==> src/rtl/sram_ctrl_pkg.sv <==
package sram_ctrl_pkg;

  typedef enum logic [1:0] {
    ST_IDLE,
    ST_RD,
    ST_WR_LOW,
    ST_WR_HOLD
  } state_e;

  function automatic int unsigned ns2cyc(int unsigned ns, int unsigned per);
    return (ns + per - 1) / per;
  endfunction

  function automatic int unsigned max2(int unsigned a, int unsigned b);
    return (a > b) ? a : b;
  endfunction

endpackage

==> src/rtl/sram_ctrl_fsm.sv <==
module sram_ctrl_fsm
  import sram_ctrl_pkg::*;
#(
  parameter int unsigned RD_CYC   = 5,
  parameter int unsigned HZ_CYC   = 2,
  parameter int unsigned WL_CYC   = 5,
  parameter int unsigned HOLD_CYC = 1
) (
  input  logic clk_i,
  input  logic rst_ni,
  input  logic req_i,
  input  logic we_i,
  output logic ready_o,
  output logic accept_o,
  output logic drv_start_o,
  output logic we_end_o,
  output logic rd_last_o,
  output logic finish_o
);

  localparam int unsigned MAXC = max2(max2(RD_CYC, WL_CYC), HOLD_CYC);
  localparam int unsigned CW   = $clog2(MAXC + 1) + 1;
  localparam logic [CW-1:0] CNT_ONE = CW'(1);
  localparam logic [CW-1:0] RD_L    = CW'(RD_CYC);
  localparam logic [CW-1:0] HZ_L    = CW'(HZ_CYC);
  localparam logic [CW-1:0] WL_L    = CW'(WL_CYC);
  localparam logic [CW-1:0] HOLD_L  = CW'(HOLD_CYC);

  state_e          state_q, state_d;
  logic [CW-1:0]   cnt_q, cnt_d;
  logic            wl_last, wr_last;

  assign ready_o     = (state_q == ST_IDLE);
  assign accept_o    = ready_o && req_i;
  assign rd_last_o   = (state_q == ST_RD) && (cnt_q == RD_L);
  assign drv_start_o = (state_q == ST_WR_LOW) && (cnt_q == HZ_L);
  assign wl_last     = (state_q == ST_WR_LOW) && (cnt_q == WL_L);
  assign wr_last     = (state_q == ST_WR_HOLD) && (cnt_q == HOLD_L);
  assign we_end_o    = wl_last;
  assign finish_o    = rd_last_o || wr_last;

  always_comb begin
    state_d = state_q;
    cnt_d   = cnt_q + CNT_ONE;
    unique case (state_q)
      ST_IDLE: begin
        cnt_d = CNT_ONE;
        if (req_i) state_d = we_i ? ST_WR_LOW : ST_RD;
      end
      ST_RD: if (rd_last_o) state_d = ST_IDLE;
      ST_WR_LOW: if (wl_last) begin
        state_d = ST_WR_HOLD;
        cnt_d   = CNT_ONE;
      end
      ST_WR_HOLD: if (wr_last) state_d = ST_IDLE;
      default: state_d = ST_IDLE;
    endcase
  end

  always_ff @(posedge clk_i or negedge rst_ni) begin
    if (!rst_ni) begin
      state_q <= ST_IDLE;
      cnt_q   <= '0;
    end else begin
      state_q <= state_d;
      cnt_q   <= cnt_d;
    end
  end

endmodule

==> src/rtl/sram_ctrl_pins.sv <==
module sram_ctrl_pins #(
  parameter int unsigned AW    = 18,
  parameter int unsigned DW    = 16,
  parameter int unsigned LANES = DW / 8
) (
  input  logic             clk_i,
  input  logic             rst_ni,
  input  logic             accept_i,
  input  logic             we_i,
  input  logic [AW-1:0]    addr_i,
  input  logic [DW-1:0]    wdata_i,
  input  logic [LANES-1:0] be_i,
  input  logic             drv_start_i,
  input  logic             we_end_i,
  input  logic             finish_i,
  output logic [AW-1:0]    addr_o,
  output logic             sel_o,
  output logic             oe_o,
  output logic             we_o,
  output logic [LANES-1:0] lane_o,
  output logic [DW-1:0]    dq_o,
  output logic             dq_oe_o
);

  // All pin state is registered so the RAM never sees decode glitches.
  always_ff @(posedge clk_i or negedge rst_ni) begin
    if (!rst_ni) begin
      addr_o  <= '0;
      sel_o   <= 1'b0;
      oe_o    <= 1'b0;
      we_o    <= 1'b0;
      lane_o  <= '0;
      dq_o    <= '0;
      dq_oe_o <= 1'b0;
    end else begin
      if (accept_i) begin
        addr_o <= addr_i;
        sel_o  <= 1'b1;
        oe_o   <= !we_i;
        we_o   <= we_i;
        lane_o <= be_i;
        if (we_i) dq_o <= wdata_i;
      end
      if (drv_start_i) dq_oe_o <= 1'b1;
      // write enable rises first; the rest follows on finish
      if (we_end_i) we_o <= 1'b0;
      if (finish_i) begin
        sel_o   <= 1'b0;
        oe_o    <= 1'b0;
        lane_o  <= '0;
        dq_oe_o <= 1'b0;
      end
    end
  end

endmodule

==> src/rtl/sram_ctrl_rcap.sv <==
module sram_ctrl_rcap #(
  parameter int unsigned DW    = 16,
  parameter int unsigned LANES = DW / 8
) (
  input  logic             clk_i,
  input  logic             rst_ni,
  input  logic             rd_last_i,
  input  logic             finish_i,
  input  logic [LANES-1:0] lane_i,
  input  logic [DW-1:0]    dq_i,
  output logic [DW-1:0]    rdata_o,
  output logic             done_o
);

  logic [DW-1:0] lane_data;

  for (genvar l = 0; l < LANES; l++) begin : g_lane
    assign lane_data[l*8 +: 8] = lane_i[l] ? dq_i[l*8 +: 8] : 8'h00;
  end

  always_ff @(posedge clk_i or negedge rst_ni) begin
    if (!rst_ni) begin
      rdata_o <= '0;
      done_o  <= 1'b0;
    end else begin
      done_o <= finish_i;
      if (rd_last_i) rdata_o <= lane_data;
    end
  end

endmodule

==> src/rtl/sram_ctrl.sv <==
module sram_ctrl
  import sram_ctrl_pkg::*;
#(
  parameter int unsigned AW            = 18,
  parameter int unsigned DW            = 16,
  parameter int unsigned CLK_PERIOD_NS = 10,
  parameter int unsigned T_RC_NS       = 45,
  parameter int unsigned T_AA_NS       = 45,
  parameter int unsigned T_DOE_NS      = 22,
  parameter int unsigned T_PWE_NS      = 35,
  parameter int unsigned T_AW_NS       = 35,
  parameter int unsigned T_WC_NS       = 45,
  parameter int unsigned T_SD_NS       = 25,
  parameter int unsigned T_HZ_NS       = 18,
  localparam int unsigned LANES        = DW / 8
) (
  input  logic             clk_i,
  input  logic             rst_ni,
  input  logic             req_i,
  input  logic             we_i,
  input  logic [AW-1:0]    addr_i,
  input  logic [DW-1:0]    wdata_i,
  input  logic [LANES-1:0] be_i,
  output logic             ready_o,
  output logic             done_o,
  output logic [DW-1:0]    rdata_o,
  output logic [AW-1:0]    sram_addr_o,
  output logic             sram_sel_n_o,
  output logic             sram_sel_o,
  output logic             sram_oe_n_o,
  output logic             sram_we_n_o,
  output logic [LANES-1:0] sram_lane_n_o,
  output logic [DW-1:0]    sram_dq_o,
  output logic             sram_dq_oe_o,
  input  logic [DW-1:0]    sram_dq_i
);

  localparam int unsigned RD_CYC  = max2(max2(ns2cyc(T_RC_NS, CLK_PERIOD_NS),
                                              ns2cyc(T_AA_NS, CLK_PERIOD_NS)),
                                         max2(ns2cyc(T_DOE_NS, CLK_PERIOD_NS), 1));
  localparam int unsigned HZ_CYC  = max2(ns2cyc(T_HZ_NS, CLK_PERIOD_NS), 1);
  localparam int unsigned SD_CYC  = max2(ns2cyc(T_SD_NS, CLK_PERIOD_NS), 1);
  localparam int unsigned PWE_CYC = ns2cyc(T_PWE_NS, CLK_PERIOD_NS);
  localparam int unsigned AWE_CYC = ns2cyc(T_AW_NS, CLK_PERIOD_NS);
  localparam int unsigned WC_CYC  = ns2cyc(T_WC_NS, CLK_PERIOD_NS);
  localparam int unsigned WL_CYC  = max2(max2(PWE_CYC, AWE_CYC), HZ_CYC + SD_CYC);
  localparam int unsigned HOLD_CYC = (WC_CYC > WL_CYC) ? max2(WC_CYC - WL_CYC, 1) : 1;

  logic             accept, drv_start, we_end, rd_last, finish;
  logic             sel, oe, we;
  logic [LANES-1:0] lane;

  sram_ctrl_fsm #(
    .RD_CYC   (RD_CYC),
    .HZ_CYC   (HZ_CYC),
    .WL_CYC   (WL_CYC),
    .HOLD_CYC (HOLD_CYC)
  ) u_fsm (
    .clk_i       (clk_i),
    .rst_ni      (rst_ni),
    .req_i       (req_i),
    .we_i        (we_i),
    .ready_o     (ready_o),
    .accept_o    (accept),
    .drv_start_o (drv_start),
    .we_end_o    (we_end),
    .rd_last_o   (rd_last),
    .finish_o    (finish)
  );

  sram_ctrl_pins #(
    .AW    (AW),
    .DW    (DW),
    .LANES (LANES)
  ) u_pins (
    .clk_i       (clk_i),
    .rst_ni      (rst_ni),
    .accept_i    (accept),
    .we_i        (we_i),
    .addr_i      (addr_i),
    .wdata_i     (wdata_i),
    .be_i        (be_i),
    .drv_start_i (drv_start),
    .we_end_i    (we_end),
    .finish_i    (finish),
    .addr_o      (sram_addr_o),
    .sel_o       (sel),
    .oe_o        (oe),
    .we_o        (we),
    .lane_o      (lane),
    .dq_o        (sram_dq_o),
    .dq_oe_o     (sram_dq_oe_o)
  );

  sram_ctrl_rcap #(
    .DW    (DW),
    .LANES (LANES)
  ) u_rcap (
    .clk_i     (clk_i),
    .rst_ni    (rst_ni),
    .rd_last_i (rd_last),
    .finish_i  (finish),
    .lane_i    (lane),
    .dq_i      (sram_dq_i),
    .rdata_o   (rdata_o),
    .done_o    (done_o)
  );

  assign sram_sel_n_o  = !sel;
  assign sram_sel_o    = sel;
  assign sram_oe_n_o   = !oe;
  assign sram_we_n_o   = !we;
  assign sram_lane_n_o = ~lane;

endmodule

==> config.mk <==
export PLATFORM = sky130hd
export DESIGN_NAME = sram_ctrl
export DESIGN_NICKNAME = d
export VERILOG_FILES = /design/src/rtl/sram_ctrl_pkg.sv /design/src/rtl/sram_ctrl_fsm.sv /design/src/rtl/sram_ctrl_pins.sv /design/src/rtl/sram_ctrl_rcap.sv /design/src/rtl/sram_ctrl.sv
export SDC_FILE = /design/constraint.sdc
export NUM_CORES = 1
export LEC_CHECK = 0
export ABC_AREA = 0
export BUFFER_PORTS_ARGS = -buffer_cell sky130_fd_sc_hd__buf_2
export CORE_ASPECT_RATIO = 1.4
export CORE_MARGIN = 2
export CORE_UTILIZATION = 47
export DETAILED_ROUTE_END_ITERATION = 12
export PLACE_DENSITY = 0.77
export SLEW_MARGIN = 20
export SYNTH_ARGS = -nofsm -noshare
export SYNTH_HDL_FRONTEND = slang
export SYNTH_SLANG_ARGS = --single-unit
==> constraint.sdc <==
create_clock -name clk_i -period 1.7 [get_ports clk_i]
set_input_delay 0.085 -clock clk_i [delete_from_list [all_inputs] [get_ports clk_i]]
set_output_delay 0.085 -clock clk_i [all_outputs]
set_load 0.01 [all_outputs]
== After elaboration in Yosys (flattened, before gate mapping) ==
Index checks and enable logic that the tools add are counted.
Storage, ports and cells
  register bits: 63
  input port bits: 56
  output and inout bits: 59
  word-level logic and storage cells: 59
Cells by class
  add/sub/neg operators: 1
  eq/ne operators: 10
  muxes and demuxes: 20
  bitwise operators: 1
  reductions and logical operators: 16
Operator list (count)
  8-bit 2-to-1 mux: 2
  2-bit 2-to-1 mux: 7
  1-bit 2-to-1 mux: 8
  2-bit one-hot mux with 4 select lines: 1
  4-bit one-hot mux with 2 select lines: 1
  2-bit by 1-bit != test with 1-bit output, second input constant: 3
  2-bit nonzero test: 3
  1-bit logical AND: 5
  4-bit by 1-bit adder with 4-bit output, second input constant: 1
  2-bit == test, second input constant: 2
  4-bit by 1-bit == test with 1-bit output, second input constant: 1
  4-bit by 2-bit == test with 1-bit output, second input constant: 1
  4-bit by 3-bit == test with 1-bit output, second input constant: 1
  1-bit zero test: 4
  4-bit 2-to-1 mux: 1
  4-bit AND reduction: 1
  2-bit by 1-bit == test with 1-bit output, second input constant: 1
  2-bit zero test: 1
  2-bit != test, second input constant: 1
  2-bit inverter: 1
  2-bit AND reduction: 1
  1-bit logical OR: 1

== Logic depth before layout (Yosys ltp) ==
Gate-level depths: netlist (run 1).
  word-level depth: 4
  mapped depth: 7
  depth with buffers taken out: 5

== Cells and area by module ==
A second synthesis (run 1) with hierarchy kept.
Unflattened totals
  cells, all modules: 207
  area total of the unflattened synthesis: 2618.8 um^2
By module, submodules not included
  sram_ctrl_pins: instances 1, cells an instance 92, area an instance 1534.0 um^2, seq. area each 1001.0 um^2
  sram_ctrl_rcap: instances 1, cells an instance 70, area an instance 673.1 um^2, seq. area each 425.4 um^2
  sram_ctrl_fsm: instances 1, cells an instance 40, area an instance 392.9 um^2, seq. area each 150.1 um^2
  sram_ctrl: instances 1, cells an instance 5, area an instance 18.8 um^2, seq. area each 0.0 um^2

== Worst setup path after synthesis (run 1) ==
OpenSTA, ideal clock, no wires.
  path type: flip-flop to flip-flop
  from: reg u_fsm.cnt_q[1]
  to: reg u_rcap.rdata_o[10]
  library setup time: 0.079 ns
  arrival: 1.368 ns
  required time: 1.621 ns
  setup slack: 0.253 ns
  cell stages (with the launch flop): 8
  buffers on the path: 2
  period minus slack after synthesis: 1.447 ns
  cells stage by stage: dfrtp_1 > inv_1 > ha_1 > nand3b_1 > nor3b_2 > buf_4 > buf_6 > mux2i_1
On the way
  word-level cells in the longest chain between the ends: 2
RTL lines
  from (decl): RTL line sram_ctrl_fsm.sv:30  | logic [CW-1:0] cnt_q, cnt_d;
  from (signal assigned): RTL line sram_ctrl_fsm.sv:66  | cnt_q <= cnt_d;
  4-bit by 3-bit == test with 1-bit output: RTL line sram_ctrl_fsm.sv:35  | assign rd_last_o = (state_q == ST_RD) && (cnt_q == RD_L);
  1-bit logical AND: RTL line sram_ctrl_fsm.sv:35
  to (signal assigned): RTL line sram_ctrl_rcap.sv:27  | if (rd_last_i) rdata_o <= lane_data;
  to (decl): RTL line sram_ctrl_rcap.sv:11  | output logic [DW-1:0] rdata_o,
Every way passes these cells.
A chain may end at the register's enable or synchronous reset.

== Worst setup path after layout (run 1) ==
  from: reg u_fsm.cnt_q[1]
  to: reg u_rcap.rdata_o[5]
The elaborated chain is that of the path after synthesis.

==> metrics.md, run 1 <==
| Metric | Value |
|---|---|
| Unrepaired setup endpoints after global routing | `false` |
| Core box area | `5485 um2` |
| Worst-skew pair later-pin latency | `340 ps` |
| Post-synthesis sequential area ratio | `0.5907` |
| Wire length of the first global-routing pass | `about 11 mm` |
| Maximum number of pins on one net before global-route repair | `28` |
| CTS tree | `yes` |
| Routed wire per std cell | `14.31 um` |
| Required time at the endpoint of the critical path | `1950 ps` |
| Startpoint of the most critical register-to-register path | `u_fsm.cnt_q[1]` |
| Clock-pin slew on the worst setup and hold paths | `approximately 70 ps` |
| Hpwl dp | `roughly 4.2 mm` |
| Overall fraction of global-route tracks in use | `0.2358` |
| Violation count after the first detailed-route iteration | `70` |
| Post-synthesis average cell area | `between 10 and 15 um2` |
| Root Driver | `sky130_fd_sc_hd__clkbuf_8` |
| Relative slew margins | `0.6216` |
| Post-synth EDFFs | `0` |
| X dimension of the die | `67.69 um` |
| Start-to-end type of the worst setup path | `flip-flop to flip-flop` |
| Overall die area | `between 6000 and 7000 um2` |
| Number of distinct library cell variants in the gate-level netlist after synthesis | `29` |
| Hold-critical path endpoint | `u_rcap.rdata_o[0]` |
| Startpoint of the tightest hold check path | `sram_dq_i[0]` |
| # port buffers | `between 100 and 150` |
| Commonest non-fill, non-tap cell in the layout | `sky130_fd_sc_hd__buf_2` |
| Shortest clock period the worst path allows after layout | `around 1600 ps` |
| Vias per cell | `4.741` |
| Gate count after technology mapping | `~240` |
| Number of endpoints failing setup at the final stage | `0` |
| Slew of the pin with the lowest slew margin | `~570 ps` |
| Top FF cell, synth | `sky130_fd_sc_hd__dfrtp_1` |
| Mapped cell area | `around 2700 um2` |
| Yosys reg bits | `63` |
| Total detailed-routing wirelength | `6.855 mm` |
| Fraction of the cycle the final worst path needs | `0.9125` |
| Number of global-route vias before repair | `approximately 2,300` |
| Row Count | `32` |
| Net count after synthesis | `300` |
| Final count of hold timing violations | `0` |
| Area growth from synthesis to layout | `49.46%` |
| Total setup buffers inserted after CTS | `0` |
| R2R Setup Slk | `150 ps` |
| Commonest cells after routing, fill and taps aside | `114 x sky130_fd_sc_hd__buf_2, 74 x sky130_fd_sc_hd__nand2_1, 63 x sky130_fd_sc_hd__dfrtp_1` |
| Final slew viol count | `0` |
| Clock sink count | `63` |
| Min-Delay Path Depth | `3` |
| First-pass iteration count of the detailed router | `4` |
| Total number of yosys warnings | `0` |
| Critical path launch point type | `flip-flop` |
| Total CTS buffers | `9` |
| # Max-Cap Violations | `0` |
| Maximum buffer depth of the clock tree | `2` |
| Starting density of the core | `0.4865` |
| Maximum fanout along the worst path | `16` |
| Number of antenna violations at the first check in global routing | `0` |
| Lkg Pwr | `~2.1 nW` |
| Final net count | `about 470` |
| Status | `finished clean` |
| Number of top-level design ports | `approximately 120` |
| Power density over cell area | `about 1700 nW/um2` |
| CTS H-Tree Depth | `3` |
| Arrival time reported for the critical path endpoint | `approximately 1800 ps` |
| Antenna diode instance count | `0` |
| Final Instance Count excl. Fillers | `roughly 480` |
| Max Clock Freq | `644.6 MHz` |
| Category of the worst setup path capture point | `flip-flop` |
| Antenna Nets Post-Route | `0` |
| Number of vias in the routed layout | `~2,300` |
| Post-CTS resize count | `0` |
| Cells on worst reg2reg path | `6` |
| Total grt overflow | `0` |
| Share of flip-flops with an asynchronous set or reset | `1.000` |
| Total negative slack for setup checks | `0 ps` |
| Routability congestion estimate | `roughly 0.72` |
| Hold crit path type | `input port to flip-flop` |
| Die extent in y | `93.16 um` |
| Share of post-route cells with drive strength above 1 | `0.3820` |
| Peak VDD IR | `0.8986 mV` |
| Residual DRC | `0` |
| Cells after DPL | `~420` |
| Crit Reg-Reg Endpoint | `u_rcap.rdata_o[5]` |
| Skew final | `10.60 ps` |
[area by class of cell]
type / count / area, um2
tap: 68 / 85.08
clock inverter: 6 / 60.06
multi-input combinational: 141 / 914.6
timing repair buffer: 168 / 1129
fill: 426 / 1496
clock buffer: 10 / 137.6
inverter: 23 / 86.33
sequential: 63 / 1577
[routing by layer]
layer / global-route usage / up-vias / share of wire / wire length [um]
li1: - / 1084 / - / -
met2: 0.4150 / 74 / 0.55 / 3771
met4: 0.1344 / 0 / 0.039 / 264
met5: 0 / - / 0 / 0
met1: 0.2573 / 1096 / 0.37 / 2526
met3: 0.04091 / 17 / 0.043 / 292
[worst max-delay path by stage]
stage	start	endpoint	slack, ps
after floorplan	u_fsm.cnt_q[1]	u_rcap.rdata_o[10]	250
after global placement	u_fsm.cnt_q[1]	u_rcap.rdata_o[3]	260
after detailed placement	u_fsm.cnt_q[1]	u_rcap.rdata_o[5]	160
after CTS	u_fsm.cnt_q[1]	u_rcap.rdata_o[5]	150
after global routing	u_fsm.cnt_q[1]	u_rcap.rdata_o[6]	10
final	u_fsm.cnt_q[1]	u_rcap.rdata_o[5]	150
[worst max-delay path, stage by stage, from the launching register on]
cell and delay [ps]:
sky130_fd_sc_hd__dfrtp_1 410, sky130_fd_sc_hd__inv_1 70, sky130_fd_sc_hd__ha_1 190, sky130_fd_sc_hd__nand3b_1 150, sky130_fd_sc_hd__nor3b_4 240, sky130_fd_sc_hd__buf_12 200
sky130_fd_sc_hd__mux2i_1 210
[metrics by stage]
step	utilization	worst slack (ps)	total power [W]	instance area [um2]	hold slack [ps]
6_report	0.7272	148.7	0.006592	3989	10.31
5_1_grt	0.7272	10.68	0.007076	3989	13.02
4_1_cts	0.7272	152.3	0.006593	3989	1.215
3_5_place_dp	0.6072	161.1	0.005213	3331	110.1
3_3_place_gp	0.6072	257.8	0.005090	3331	107.1
2_1_floorplan	-	252.9	0.004158	2669	-210.6
[cells by family after synthesis]
| group | Yosys count | share of synthesized area |
|---|---|---|
| simple gates | 93 | 0.1524 |
| flops | 63 | 0.5907 |
| buf+inv | 37 | 0.06891 |
| mux | 32 | 0.1402 |
| compound gates | 10 | 0.02391 |
| xor+xnor | 3 | 0.009847 |
| fa+ha+maj | 3 | 0.01407 |
[power by group]
| group | total, W | leakage, nW | switching (W) | internal, W |
|---|---|---|---|---|
| Clock | 0.00129 | 0.0981 | 0.000578 | 0.000709 |
| Combinational | 0.00260 | 1.20 | 0.00134 | 0.00126 |
| Sequential | 0.00270 | 0.785 | 0.000485 | 0.00222 |
[synth_stat cells, types with 2 or more instances]
cell | number | share of area
sky130_fd_sc_hd__a21oi_1 | 5 | 0.0094
sky130_fd_sc_hd__buf_2 | 6 | 0.011
sky130_fd_sc_hd__buf_4 | 3 | 0.0084
sky130_fd_sc_hd__buf_6 | 2 | 0.0084
sky130_fd_sc_hd__clkbuf_1 | 2 | 0.0028
sky130_fd_sc_hd__dfrtp_1 | 63 | 0.59
sky130_fd_sc_hd__ha_1 | 3 | 0.014
sky130_fd_sc_hd__inv_1 | 23 | 0.032
sky130_fd_sc_hd__mux2_2 | 7 | 0.030
sky130_fd_sc_hd__mux2_4 | 9 | 0.051
sky130_fd_sc_hd__mux2i_1 | 16 | 0.060
sky130_fd_sc_hd__nand2_1 | 74 | 0.10
sky130_fd_sc_hd__nand2b_1 | 2 | 0.0047
sky130_fd_sc_hd__nor2_1 | 8 | 0.011
sky130_fd_sc_hd__nor3b_2 | 2 | 0.0094
sky130_fd_sc_hd__o31ai_1 | 2 | 0.0056
sky130_fd_sc_hd__xor2_1 | 2 | 0.0066
[flip-flops by register name, summed over array words and instances, names as in the netlist]
| signal | cells |
|---|---|
| u_rcap.done_o | 1 |
| u_pins.we_o | 1 |
| u_rcap.rdata_o | 16 |
| u_pins.sel_o | 1 |
| u_pins.dq_oe_o | 1 |
| u_fsm.cnt_q | 4 |
| u_pins.oe_o | 1 |
| u_pins.addr_o | 18 |
| u_pins.dq_o | 16 |
| u_pins.lane_o | 2 |
| u_fsm.state_q | 2 |
[timing repair]
item / in CTS / in global routing
hold buffers: 46 / 0
endpoints found under the hold margin: 68 / 0
setup endpoints to repair: 0 / 0
No activity file was read; power rests on OpenSTA's default activity.
==> run 2, diff against run 1 <==
--- a/config.mk
+++ b/config.mk
@@ -7,7 +7,6 @@
 export LEC_CHECK = 0
 export ABC_AREA = 0
 export BUFFER_PORTS_ARGS = -buffer_cell sky130_fd_sc_hd__buf_2
-export CORE_ASPECT_RATIO = 1.4
 export CORE_MARGIN = 2
 export CORE_UTILIZATION = 47
 export DETAILED_ROUTE_END_ITERATION = 12
==> metrics.md, run 2 (synthesized netlist as in run 1, its figures left out) <==
| Metric | Value |
|---|---|
| Largest registers ranked by flip-flop count | `u_pins.addr_o: 18 flops, u_pins.dq_o: 16 flops, u_rcap.rdata_o: 16 flops` |
| Overall die area | `~6300 um2` |
| Final-layout worst hold slack | `approximately 14 ps` |
| R2R Setup Slk | `roughly 160 ps` |
| Die extent in y | `between 70 and 80 um` |
| Number of vias in the routed layout | `roughly 2,300` |
| Category of the worst setup path capture point | `flip-flop` |
| Crit Reg-Reg Endpoint | `u_rcap.rdata_o[9]` |
| Final net count | `468` |
| Antenna Nets Post-Route | `0` |
| Startpoint of the most critical register-to-register path | `u_fsm.cnt_q[1]` |
| Total detailed-routing wirelength | `~6.9 mm` |
| Area growth from synthesis to layout | `50.07%` |
| Total of fill cells in the finished design | `~400` |
| Maximum fanout along the worst path | `16` |
| Final slew viol count | `0` |
| CTS tree | `yes` |
| Hold bufs inserted after CTS | `49` |
| Lkg Pwr | `~2.1 nW` |
| Area taken by flip-flops and latches | `between 1500 and 2000 um2` |
| Clock-pin slew on the worst setup and hold paths | `~70 ps` |
| Status | `finished clean` |
| Starting density of the core | `0.4847` |
| Antenna diode instance count | `0` |
| # Max-Cap Violations | `0` |
| CP endpoint | `u_rcap.rdata_o[9]` |
| Routed wire per std cell | `between 10 and 15 um` |
| Cells after DPL | `421` |
| Root Driver | `sky130_fd_sc_hd__clkbuf_8` |
| Routability congestion estimate | `0.7254` |
| Number of top-level design ports | `between 100 and 150` |
| Fraction of the cycle the final worst path needs | `0.9031` |
| X dimension of the die | `a little under 80 um` |
| Final count of hold timing violations | `0` |
| Commonest cells after routing, fill and taps aside | `114 x sky130_fd_sc_hd__buf_2, 74 x sky130_fd_sc_hd__nand2_1, 63 x sky130_fd_sc_hd__dfrtp_1` |
| Total negative slack for setup checks | `0 ps` |
| Share of post-route cells with drive strength above 1 | `0.3792` |
| Minimum setup slack after placement | `roughly 180 ps` |
| Violation count after the first detailed-route iteration | `just under 80` |
| Maximum buffer depth of the clock tree | `2` |
| Start-to-end type of the worst setup path | `flip-flop to flip-flop` |
| Post-CTS resize count | `0` |
| Total grt overflow | `0` |
| Number of endpoints failing setup at the final stage | `0` |
| Row Count | `27` |
| CTS H-Tree Depth | `3` |
| # port buffers | `roughly 110` |
| Vias per cell | `roughly 4.7` |
| Final Cell Area | `between 4000 and 5000 um2` |
| Residual DRC | `0` |
| Core box area | `5507 um2` |
| Worst-skew pair later-pin latency | `330 ps` |
| Area of the multi-input gates | `roughly 900 um2` |
| Number of antenna violations at the first check in global routing | `0` |
| Cells on worst reg2reg path | `6` |
| Clock sink count | `between 60 and 70` |
| Required time at the endpoint of the critical path | `1940 ps` |
| Area post-placement | `around 3300 um2` |
| Arrival time reported for the critical path endpoint | `1780 ps` |
| Hold crit path type | `input port to flip-flop` |
| Total CTS buffers | `9` |
| Skew final | `9.929 ps` |
| Commonest non-fill, non-tap cell in the layout | `sky130_fd_sc_hd__buf_2` |
| Crit-path cells | `inv_1 > ha_1 > nand3b_1 > nor3b_2 > buf_12 > mux2i_1` |
| Crit path largest cell delay | `around 420 ps` |
| Final Instance Count excl. Fillers | `486` |
| Total setup buffers inserted after CTS | `0` |
| Relative slew margins | `0.7471` |
| Number of global-route vias before repair | `approximately 2,300` |
| First-pass iteration count of the detailed router | `4` |
| Hpwl dp | `3.947 mm` |
| Unrepaired setup endpoints after global routing | `false` |
| Worst path slowest cell | `sky130_fd_sc_hd__dfrtp_1` |
| Origin of the worst setup path | `u_fsm.cnt_q[1]` |
| Max Clock Freq | `651.3 MHz` |
| Maximum number of pins on one net before global-route repair | `64` |
| Shortest clock period the worst path allows after layout | `between 1500 and 2000 ps` |
| Flip-flop count of the largest register, all copies and words added | `18` |
| Worst Slack Setup Final | `~160 ps` |
| Peak VDD IR | `between 0.7 and 0.8 mV` |
| Power density over cell area | `approximately 1600 nW/um2` |
| Critical path launch point type | `flip-flop` |
| Reg with most FFs | `u_pins.addr_o` |
| Slew of the pin with the lowest slew margin | `between 300 and 400 ps` |
| Overall fraction of global-route tracks in use | `0.2267` |
| Wire length of the first global-routing pass | `roughly 11 mm` |
## run 2: cell types whose count changed in the layout (fill, tap and decap cells not counted), sizes merged
cell         change
dlygate4sd3      +3
clkinv           +2
clkbuf           -1
clkinvlp         -1
## run 2: critical path, delay by kind of cell (launching register included)
| kind | cells | cell delay, ps |
|---|---|---|
| buf+inv | 2 | 280 |
| mux | 1 | 220 |
| simple gates | 2 | 370 |
| fa+ha+maj | 1 | 170 |
| flops | 1 | 420 |
## run 2: per-layer routing
metal / GRT usage / wire, um / part of all wire / up-vias
met3: 0.05341 / 414 / 0.060 / 14
met4: 0.08966 / 123 / 0.018 / 0
met2: 0.3975 / 3510 / 0.51 / 86
li1: - / - / - / 1092
met1: 0.2687 / 2806 / 0.41 / 1114
met5: 0 / 0 / 0 / -
## run 2: report_power, final
| part | switching, W | leakage [nW] | total [W] | internal (W) |
|---|---|---|---|---|
| Combinational | 0.00138 | 1.20 | 0.00264 | 0.00126 |
| Clock | 0.000599 | 0.0992 | 0.00128 | 0.000678 |
| Sequential | 0.000435 | 0.785 | 0.00266 | 0.00222 |
| Total | 0.00241 | 2.09 | 0.00657 | 0.00416 |
## run 2: metrics by stage
| step | utilization | power, W |
|---|---|---|
| 3_3_place_gp | 0.6024 | 0.005083 |
| 6_report | 0.7273 | 0.006568 |
| 4_1_cts | 0.7273 | 0.006568 |
| 3_5_place_dp | 0.6024 | 0.005175 |
| 5_1_grt | 0.7273 | 0.007032 |
| 2_1_floorplan | - | 0.004158 |
## run 2: area by class of cell
cell class,count,share of cell area
Clock buffer,9,0.03093
Clock inverter,7,0.01843
Tap cell,72,0.02249
Sequential cell,63,0.3936
Inverter,23,0.02156
Multi-Input combinational cell,141,0.2268
Timing Repair Buffer,171,0.2862
## run 2: worst min path at each step
stage | to | cells past startpoint | from | slack (ps)
floorplan | u_fsm.cnt_q[0] | 0 | rst_ni | -210
global placement | u_rcap.rdata_o[10] | 2 | rst_ni | 120
detailed placement | u_rcap.rdata_o[10] | 2 | rst_ni | 120
CTS | u_rcap.rdata_o[15] | 3 | sram_dq_i[15] | 1
global route | u_rcap.rdata_o[4] | 3 | sram_dq_i[4] | 3
finish | u_rcap.rdata_o[15] | 3 | sram_dq_i[15] | 10
